===== config.mk =====
export PLATFORM = sky130hd
export DESIGN_NAME = vrfifo
export DESIGN_NICKNAME = d
export VERILOG_FILES = /design/src/rtl/vrfifo.sv
export SDC_FILE = /design/constraint.sdc
export NUM_CORES = 1
export LEC_CHECK = 0
export ABC_CLOCK_PERIOD_IN_PS = 4400
export BUFFER_PORTS_ARGS = -buffer_cell sky130_fd_sc_hd__buf_2
export CAP_MARGIN = 10
export CORE_MARGIN = 5
export CORE_UTILIZATION = 27
export CTS_CLUSTER_SIZE = 8
export DETAILED_ROUTE_END_ITERATION = 10
export RECOVER_POWER = 50
export SLEW_MARGIN = 15
export SYNTH_ARGS = -nofsm -noshare
export SYNTH_HDL_FRONTEND = slang
export SYNTH_SLANG_ARGS = --single-unit

===== constraint.sdc =====
create_clock -name clk -period 4.4 [get_ports clk]
set_input_delay 0.22 -clock clk [delete_from_list [all_inputs] [get_ports clk]]
set_output_delay 0.22 -clock clk [all_outputs]
set_load 0.01 [all_outputs]

===== src/rtl/vrfifo.sv =====
module vrfifo #(
  parameter int LANES = 4,
  parameter int W     = 8,
  parameter int DEPTH = 32
) (
  input  logic                         clk,
  input  logic                         rst_n,
  input  logic                         wr_valid,
  output logic                         wr_ready,
  input  logic [LANES*W-1:0]           wr_data,
  input  logic [$clog2(LANES+1)-1:0]   rd_amt,
  output logic [LANES*W-1:0]           rd_data,
  output logic [LANES-1:0]             rd_lane_valid,
  output logic [$clog2(DEPTH+1)-1:0]   avail
);
  localparam int AW = $clog2(DEPTH);
  localparam int CW = $clog2(DEPTH+1);

  logic [W-1:0]  mem [DEPTH];
  logic [AW-1:0] rd_ptr, wr_ptr;
  logic [CW-1:0] count, take;
  logic          wr_fire;

  assign wr_fire  = wr_valid && wr_ready;
  assign wr_ready = count <= CW'(DEPTH - LANES);
  assign take     = (CW'(rd_amt) > count) ? count : CW'(rd_amt);
  assign avail    = count;

  always_ff @(posedge clk or negedge rst_n) begin
    if (!rst_n) begin
      rd_ptr <= '0;
      wr_ptr <= '0;
      count  <= '0;
    end else begin
      if (wr_fire) wr_ptr <= wr_ptr + AW'(LANES);
      rd_ptr <= rd_ptr + AW'(take);
      count  <= count + (wr_fire ? CW'(LANES) : CW'(0)) - take;
    end
  end

  always_ff @(posedge clk) begin
    for (int i = 0; i < LANES; i++)
      if (wr_fire) mem[AW'(wr_ptr + AW'(i))] <= wr_data[i*W +: W];
  end

  for (genvar g = 0; g < LANES; g++) begin : g_lane
    assign rd_data[g*W +: W] = mem[AW'(rd_ptr + AW'(g))];
    assign rd_lane_valid[g]  = count > CW'(g);
  end

  AST_RD_LEGAL: assert property (@(posedge clk) disable iff (!rst_n)
    int'(rd_amt) <= int'(count));
  AST_NO_OVERFLOW: assert property (@(posedge clk) disable iff (!rst_n)
    int'(count) <= DEPTH);
  AST_COUNT_STEP: assert property (@(posedge clk) disable iff (!rst_n)
    1'b1 |=> int'(count) == int'($past(count)) + ($past(wr_fire) ? LANES : 0) - int'($past(rd_amt)));
  AST_VALID_PREFIX: assert property (@(posedge clk) disable iff (!rst_n)
    (rd_lane_valid & (rd_lane_valid + LANES'(1))) == '0);
  AST_HOLD_HEAD: assert property (@(posedge clk) disable iff (!rst_n)
    (rd_amt == '0 && count != '0) |=> $stable(rd_data[W-1:0]));
endmodule


==> flow_summary.json, run 1 <==
{
  "status": "finished with violations",
  "violations": "capacitance limit, slew limit",
  "peakVddDrop_uv": 668,
  "fmax_mhz": 261,
  "synthCells": 977,
  "yosysWarningCount": 0,
  "postSynthAreaPerCell_um2": 17.5,
  "cts_setup_buffers": 0,
  "grt_usage_pct": 14.0,
  "io_pins": 81,
  "slew_headroom_pct": -23.4,
  "synth_area_leader_cell": "edfxtp_1",
  "layout_commonest_cell": "edfxtp_1",
  "startpoint": "rd_ptr[1]",
  "setup_ws_ns": 0.576,
  "maxSlewViolCount": 15,
  "power_w": 0.0176,
  "synth_edf_count": 256,
  "period_needed_ns": 3.82,
  "yosys-top-cells-area": "edfxtp_1 (45%), mux4_2 (33%), mux2i_1 (4.2%)",
  "required_ns": 4.18,
  "fin_crit_sh_pct": 86.9,
  "synth_area_um2": 17100,
  "grt_pass1_wl_mm": 72.9,
  "ys_seq_area_share_pct": 47.1,
  "drv_cap": 1,
  "drt.antenna.violating_nets": 0,
  "gp_congestion": 0.842,
  "synth-seq-cells": 270,
  "ys_types": 50,
  "yosys.area.top_type_share_pct": 45.1,
  "drt_iter0_markers": 955,
  "finalHoldViolations": 0,
  "final_cell_mix": "edfxtp_1 (256), mux4_2 (249), mux2i_1 (72), clkbuf_1 (57), mux2_2 (48)",
  "endpoint_kind": "output port",
  "fp.dieH_um": 261,
  "endpoint": "rd_data[30]",
  "overflow": 0,
  "die_area_um2": 68300,
  "placed_cells": 1860,
  "rows": 92,
  "drc": 0,
  "worst-setup-path-type": "flip-flop to output port",
  "wl_per_cell_um": 24.9,
  "rsz0062_at_grt": "no",
  "first_pass_iters": 5,
  "cp_max_fo": 15,
  "power-per-cell-area_nw_per_um2": 886,
  "setup_viol": 0,
  "fin_area_um2": 19800,
  "start_kind": "flip-flop",
  "finalNetCount": 1133,
  "synth-async-reset-ratio_pct": 5.19,
  "hp-class": "primary input to flip-flop",
  "grt_max_degree": 113,
  "place_ws_ns": 0.971,
  "cts_tree": "done",
  "antenna_found_initial": 0,
  "fillCellCount": 6152,
  "fp.coreArea_um2": 62900,
  "layout-drive-gt1-share_pct": 40.0,
  "multi_input_area_um2": 8650,
  "dp_hpwl_mm": 32.5,
  "wirelength_mm": 48.2,
  "ctsResizeCount": 0,
  "clk_pin_slew_ns": 0.05,
  "clk_path_buf_depth": 3,
  "grt_pass1_vias": 11005,
  "dpl-instance-area_um2": 18600,
  "vias": 10470,
  "floorplan.initialDensity_pct": 27.1,
  "crit_arrival_ns": 3.60,
  "timing.reg2reg.worst_path_depth": 12,
  "dominantRegCellSynth": "edfxtp_1",
  "synthesis.nets": 1036,
  "numPortBuffers": 80,
  "insertion_delay_ns": 0.53,
  "area_growth_pct": 16.2,
  "final_cells": 1934,
  "cts_htree_levels": 2,
  "vias_per_cell": 5.41,
  "timing.rr.end": "avail[5]",
  "fin_worst_skew_ns": 0.0113,
  "tightest_slew_ns": 1.84,
  "regArea_um2": 8050,
  "leakage_nw": 6.43,
  "die_x_um": 261,
  "tns_ns": 0,
  "antenna_cells": 0,
  "cts.sink_count": 270,
  "rrSetupSlack_ns": 0.74,
  "cts.root.buffer_cell": "clkbuf_16",
  "r2r-start": "avail[1]",
  "numCtsBuffers": 39
}
==> state kept, by name (all words and copies together), names as in the netlist <==
| register | cells |
|---|---|
| avail | 6 |
| wr_ptr | 3 |
| mem | 256 |
| rd_ptr | 5 |
==> per-stage QoR <==
stage / util, % / hold slack, ns
final: 31.5 / 0.114
after global routing: 31.5 / 0.116
after CTS: 31.5 / 0.00129
after detailed placement: 29.6 / 0.149
after global placement: 29.6 / 0.151
after floorplan: - / -0.0756
==> area by class of cell <==
| cell class | instances | area share (%) |
|---|---|---|
| Clock inverter | 2 | 0.126 |
| Multi-Input combinational cell | 609 | 43.6 |
| Tap cell | 846 | 5.34 |
| Inverter | 17 | 0.322 |
| Sequential cell | 270 | 40.6 |
| Clock buffer | 53 | 5.30 |
| Timing Repair Buffer | 137 | 4.70 |
==> logic make-up (layout without fill, tap and decap cells) <==
logic type                 Yosys count  after routing  synth area share, %
adders and majority gates           21             21                 1.67
AOI/OAI and AO/OA                   84             84                 3.81
buffers and inverters               98            209                 2.90
muxes                              369            369                 40.3
and+or+nand+nor                    114            114                 3.06
DFF                                270            270                 47.1
other                                1              1               0.0220
xor gates and xnor gates            20             20                 1.12
==> worst max-delay path: stages, from the launching register on <==
cell and delay (ns):
dfrtp_4 0.59, inv_1 0.36, ha_4 0.19, a21oi_1 0.13, xnor2_2 0.62, buf_4 0.41
nor2_1 0.08, a311oi_1 0.35, a21o_1 0.19, buf_2 0.16
==> synth_stat cells (10+ instances only) <==
cell type,n
a21o_1,12
inv_1,16
ha_1,18
mux2_2,48
nand2b_1,10
edfxtp_1,256
nand2_1,40
buf_4,16
nor2b_1,11
buf_2,41
mux2i_1,72
nand3_1,10
dfrtp_1,14
mux4_2,249
nor2_1,31
clkbuf_1,19
xnor2_1,11
a211oi_1,16
==> layer usage <==
layer | wire [um] | GRT usage [%] | vias up
met3 | 2650 | 2.01 | 79
li1 | - | - | 4405
met1 | 19500 | 18.4 | 5582
met4 | 1300 | 4.03 | 0
met2 | 24700 | 24.3 | 404
met5 | 0 | 0 | -
==> timing repair <==
item,in CTS,in global routing
endpoints found under the hold margin,130,4
setup endpoints to repair,0,0
hold buffers,16,1
==> how the worst min path moves through the flow <==
| stage | from | end | slack (ns) | cells past startpoint |
|---|---|---|---|---|
| 6_report | wr_data[4] | mem[16][4] | 0.11 | 1 |
| 5_1_grt | wr_data[24] | mem[27][0] | 0.12 | 1 |
| 4_1_cts | wr_data[24] | mem[27][0] | 0.001 | 1 |
| 3_5_place_dp | rst_n | avail[5] | 0.15 | 1 |
| 3_3_place_gp | rst_n | avail[4] | 0.15 | 1 |
| 2_1_floorplan | rst_n | avail[0] | -0.08 | 0 |
==> power by group <==
part	switching, W	internal, W
Sequential	0.000402	0.00316
Clock	0.00108	0.00164
Combinational	0.00584	0.00545
Total	0.00732	0.0102
No activity file was read; power rests on OpenSTA's default activity.
==> run 2: changes to the inputs <==
==> constraint.sdc (replaced) <==
create_clock -name clk -period 4.4 [get_ports clk]
set_input_delay 1.32 -clock clk [delete_from_list [all_inputs] [get_ports clk]]
set_output_delay 1.32 -clock clk [all_outputs]
set_load 0.01 [all_outputs]
==> run 2 against run 1 <==
  * The flow now finishes without violations
  * Wire length is 4.1% higher
  * Cell count up 1.9%
  * Non-clock buffer count grew 37
  * First-iteration DRC count grew 17%
  * Hold slack improved by 0.41 ns
  * Critical path depth is the same
  * Fmax shrank 12%
  * Sequential share of layout area shrank 1.5 points
  * Die area did not move
  * Largest cell class unchanged
==> flow_summary.json, run 2 (synthesis results as in run 1) <==
{
  "status": "completed",
  "cts_htree_levels": 2,
  "grt_usage_pct": 14.5,
  "setup_viol": 0,
  "finalHoldViolations": 0,
  "crit_arrival_ns": 3.03,
  "final_cells": 1971,
  "area_growth_pct": 20.9,
  "numCtsBuffers": 40,
  "drv_cap": 0,
  "overflow": 0,
  "start_kind": "flip-flop",
  "timing.reg2reg.worst_path_depth": 11,
  "floorplan.initialDensity_pct": 27.1,
  "period_needed_ns": 4.35,
  "cts_tree": "done",
  "cp_max_fo": 5,
  "drc": 0,
  "endpoint_kind": "output port",
  "hold_path_depth": 1,
  "hp-class": "flip-flop to flip-flop",
  "layout-drive-gt1-share_pct": 46.0,
  "worst-setup-path-type": "flip-flop to output port",
  "layout_commonest_cell": "edfxtp_1",
  "dp_hpwl_mm": 33.1,
  "fp.dieH_um": 261,
  "rows": 92,
  "antenna_cells": 0,
  "fin_crit_sh_pct": 98.8,
  "tightest_slew_ns": 1.34,
  "fmax_mhz": 230,
  "io_pins": 81,
  "clk_path_buf_depth": 3,
  "die_area_um2": 68300,
  "fillCellCount": 6072,
  "multi_input_area_um2": 8750,
  "drt.antenna.violating_nets": 0,
  "wirelength_mm": 50.2,
  "postCtsHoldBufs": 0,
  "placed_cells": 1878,
  "cts.sink_count": 270,
  "cts.root.buffer_cell": "clkbuf_16",
  "grt_pass1_wl_mm": 74.9,
  "maxSlewViolCount": 0,
  "fp.coreArea_um2": 62900,
  "finalNetCount": 1171,
  "clk_pin_slew_ns": 0.05,
  "rsz0062_at_grt": "yes",
  "largest_reg_flops": 256,
  "regArea_um2": 8050,
  "fin_worst_skew_ns": 0.0245,
  "drt_iter0_markers": 1116,
  "slew_headroom_pct": 10.1,
  "grt_max_degree": 65,
  "final_cell_mix": "edfxtp_1 (256), mux4_2 (249), mux2i_1 (71), buf_4 (61), mux2_2 (48)",
  "grt_pass1_vias": 11278,
  "vias": 10744,
  "regMostFlops": "mem",
  "die_x_um": 261,
  "numPortBuffers": 80,
  "gp_congestion": 0.831,
  "first_pass_iters": 5,
  "vias_per_cell": 5.45,
  "wl_per_cell_um": 25.5,
  "required_ns": 3.08,
  "antenna_found_initial": 0,
  "insertion_delay_ns": 0.55
}
-- run 2: through the flow --
step / setup WS (ns) / hold WS, ns / utilization [%] / TNS, ns / area, um^2
after CTS: -0.0214 / 0.523 / 32.6 / -0.0214 / 20500
after floorplan: 0.00475 / 0.480 / - / 0 / 17100
after global routing: -0.0406 / 0.544 / 32.8 / -0.136 / 20600
after detailed placement: 0.143 / 0.513 / 30.0 / 0 / 18900
final: 0.0509 / 0.526 / 32.8 / 0 / 20600
after global placement: 0.183 / 0.503 / 30.0 / 0 / 18900
-- run 2: routing by layer --
| layer | vias to the layer above | part of all wire, % | GRT usage, % | wire length, um |
|---|---|---|---|---|
| met1 | 5702 | 39 | 18.5 | 19800 |
| met4 | 0 | 3.1 | 4.66 | 1570 |
| li1 | 4489 | - | - | - |
| met3 | 78 | 6.5 | 3.08 | 3280 |
| met2 | 475 | 51 | 24.9 | 25500 |
| met5 | - | 0 | 0 | 0 |
-- run 2: critical path, cell delays in order (launching register included) --
cell	delay (ns)
dfrtp_4	0.46
clkinvlp_4	0.17
ha_4	0.21
xnor2_4	0.18
buf_12	0.17
clkbuf_16	0.16
mux4_2	0.29
mux4_2	0.48
a21o_1	0.21
buf_2	0.15
-- run 2: worst paths after layout --
| path | to | slack [ns] | from |
|---|---|---|---|
| setup / recovery | rd_data[25] | 0.05 | rd_ptr[1] |
| hold / removal | wr_ptr[2] | 0.53 | wr_ptr[2] |
| setup reg to reg | avail[5] | 1.01 | avail[1] |
| hold reg to reg | wr_ptr[2] | 0.53 | wr_ptr[2] |
| max in group asynchronous | rd_ptr[1] | 2.92 | rst_n |
| min in group asynchronous | wr_ptr[4] | 0.86 | rst_n |
-- run 2: area by class of cell --
cell class | instances | share of cell area, %
sequential | 270 | 39.1
inverter | 17 | 0.328
timing repair buffer | 174 | 7.47
clock buffer | 53 | 5.35
multi-input combinational | 609 | 42.4
tap | 846 | 5.14
clock inverter | 2 | 0.225
-- run 2: what timing repair did --
item	CTS	global route
cloned	7	2
gates resized for setup	23	24
setup buffers	22	9
pin swaps	9	8
setup endpoints to repair	31	29
Power of run 2 is left out: the tool's default activity adds up to more than one toggle a clock period on the data nets, which glitch-free logic cannot reach.
==> run 3: changes to the inputs <==
==> constraint.sdc (replaced) <==
create_clock -name clk -period 4.4 [get_ports clk]
set_input_delay 0.44 -clock clk [delete_from_list [all_inputs] [get_ports clk]]
set_output_delay 0.44 -clock clk [all_outputs]
set_load 0.01 [all_outputs]
==> run 3 against run 2 <==
  * The run now ends with capacitance limit, slew limit left
  * Clock skew fell by 0.0027 ns
  * Setup slack better by 0.36 ns
  * Flip-flop and latch count unchanged
  * Highest routed layer unchanged
  * Critical path depth decreased by 1
  * Hold slack worse by 0.21 ns
==> flow_summary.json, run 3 (synthesis results as in run 1) <==
{
  "drv_cap": 1,
  "required_ns": 3.96,
  "layout-drive-gt1-share_pct": 40.4,
  "die_x_um": 261,
  "die_area_um2": 68300,
  "vias": 10659,
  "floorplan.initialDensity_pct": 27.1,
  "cp_cell_sequence": "buf_12 > a21oi_1 > xnor2_2 > buf_4 > nor2_1 > a311oi_1 > a21o_1 > buf_2",
  "cts.sink_count": 270,
  "hold_slack_ns": 0.317,
  "final_cells": 1919,
  "hold_start": "wr_data[12]",
  "timing.reg2reg.worst_path_depth": 12,
  "first_pass_iters": 5,
  "slew_headroom_pct": -2.35,
  "rrSetupSlack_ns": 0.74,
  "final_cell_mix": "edfxtp_1 (256), mux4_2 (249), mux2i_1 (72), clkbuf_1 (59), mux2_2 (48)",
  "max_stage_delay_ns": 0.68,
  "tightest_slew_ns": 1.53,
  "slowest_stage": "dfrtp_4",
  "io_pins": 81,
  "antenna_found_initial": 0,
  "clk_pin_slew_ns": 0.05,
  "finalNetCount": 1115,
  "rows": 92,
  "fp.coreArea_um2": 62900,
  "switchingPower_w": 0.00737,
  "area_growth_pct": 15.2,
  "gp_congestion": 0.834,
  "cts_setup_buffers": 0,
  "cts_tree": "done",
  "grt_pass1_wl_mm": 72.7,
  "power_w": 0.0176,
  "largest_reg_flops": 256,
  "start_kind": "flip-flop",
  "grt_max_degree": 105,
  "crit_arrival_ns": 3.54,
  "setup_viol": 0,
  "overflow": 0,
  "drc": 0,
  "peakVddDrop_uv": 688,
  "p_int_w": 0.0103,
  "rsz0062_at_grt": "no",
  "numCtsBuffers": 40,
  "regMostFlops": "mem",
  "endpoint_kind": "output port",
  "wirelength_mm": 48.3,
  "wl_per_cell_um": 25.2,
  "grt_usage_pct": 14.0,
  "power_frac_clock_pct": 15.7,
  "drt_iter0_markers": 994,
  "fin_worst_skew_ns": 0.0218,
  "layout_commonest_cell": "edfxtp_1",
  "sw_frac_of_total_pct": 41.8,
  "critPathTopFamily": "buffers and inverters",
  "tns_ns": 0,
  "p_comb_share_pct": 64.5,
  "finish.utilization_pct": 31.3,
  "dp_hpwl_mm": 32.1,
  "insertion_delay_ns": 0.53,
  "period_needed_ns": 3.98,
  "leakage_nw": 6.36,
  "fin_crit_sh_pct": 90.6,
  "hold_path_depth": 1,
  "cts.root.buffer_cell": "clkbuf_16",
  "timing.rr.end": "avail[5]",
  "fmax_mhz": 251,
  "r2r-start": "avail[1]",
  "violations": "capacitance limit, slew limit",
  "worst-setup-path-type": "flip-flop to output port",
  "fillCellCount": 6117,
  "numPortBuffers": 80,
  "clk_path_buf_depth": 3,
  "power-per-cell-area_nw_per_um2": 897,
  "antenna_cells": 0,
  "cts_htree_levels": 2,
  "finalHoldViolations": 0,
  "path_buf_inv": 3,
  "status": "finished with violations",
  "vias_per_cell": 5.55,
  "seqPwrFrac_pct": 19.8,
  "fp.dieH_um": 261,
  "maxSlewViolCount": 14,
  "grt_pass1_vias": 11090,
  "cp_max_fo": 66,
  "placed_cells": 1859,
  "drt.antenna.violating_nets": 0,
  "hp-class": "primary input to flip-flop",
  "hold_path_end": "mem[13][4]"
}
-- run 3: cell count changes in the layout (fill, tap and decap cells not counted), sizes merged --
| cell | delta |
|---|---|
| dlygate4sd3 | +1 |
| buf | -63 |
| bufbuf | -1 |
| clkinvlp | -1 |
| bufinv | -1 |
| inv | +3 |
| clkbuf | +10 |
-- run 3: timing repair --
| action | CTS | global route |
|---|---|---|
| endpoints found under the hold margin | 14 | 0 |
| hold buffers | 1 | 0 |
| resized for setup | 0 | 0 |
-- run 3: per-layer routing --
layer  part of all wire (%)  wire length [um]  vias up  global-route usage, %
li1                       -                 -     4372                      -
met1                     40             19400     5705                   18.2
met2                     50             24400      496                   24.1
met3                    6.4              3110       86                   2.16
met4                    2.9              1390        0                   4.41
met5                      0                 0        -                      0
-- run 3: power by group through the flow --
| stage | Clock, W | Combinational (W) | Sequential [W] |
|---|---|---|---|
| after global placement | 0 | 0.0114 | 0.00351 |
| final | 0.00277 | 0.0114 | 0.00348 |
| after global routing | 0.00295 | 0.0121 | 0.00352 |
| after CTS | 0.00284 | 0.0115 | 0.00348 |
| after detailed placement | 0 | 0.0115 | 0.00353 |
| after floorplan | 0 | 0.00803 | 0.00338 |
-- run 3: through the flow --
stage	setup slack (ns)	instance area [um^2]
finish	0.415	19600
global route	0.207	19600
CTS	0.366	19700
detailed placement	0.924	18600
global placement	0.989	18600
floorplan	0.312	17100
-- run 3: layout make-up --
type,instances,area [um^2],share of cell area [%]
flip-flops and latches,270,8050,41.0
repair buffers,118,721,3.67
well taps,846,1060,5.39
inverters,17,63.8,0.325
clock buffers,56,1080,5.51
multi-input cells,609,8650,44.0
clock inverters,3,26.3,0.134
-- run 3: worst register-to-register path: cells and delay by family (launching register included) --
kind / cells / cell delay, ns
compound gates: 5 / 1.24
xor+xnor: 1 / 0.13
fa+ha+maj: 4 / 1.25
buf+inv: 1 / 0.12
flops: 1 / 0.44
mux: 1 / 0.40
-- run 3: worst max path at each step --
stage / startpoint / to / slack (ns) / depth (start not counted)
global placement: rd_ptr[0] / rd_data[25] / 0.99 / 8
detailed placement: avail[1] / avail[5] / 0.92 / 12
floorplan: avail[1] / mem[0][0] / 0.31 / 6
finish: rd_ptr[0] / rd_data[25] / 0.42 / 8
global route: rd_ptr[0] / rd_data[25] / 0.21 / 8
CTS: rd_ptr[0] / rd_data[25] / 0.37 / 8
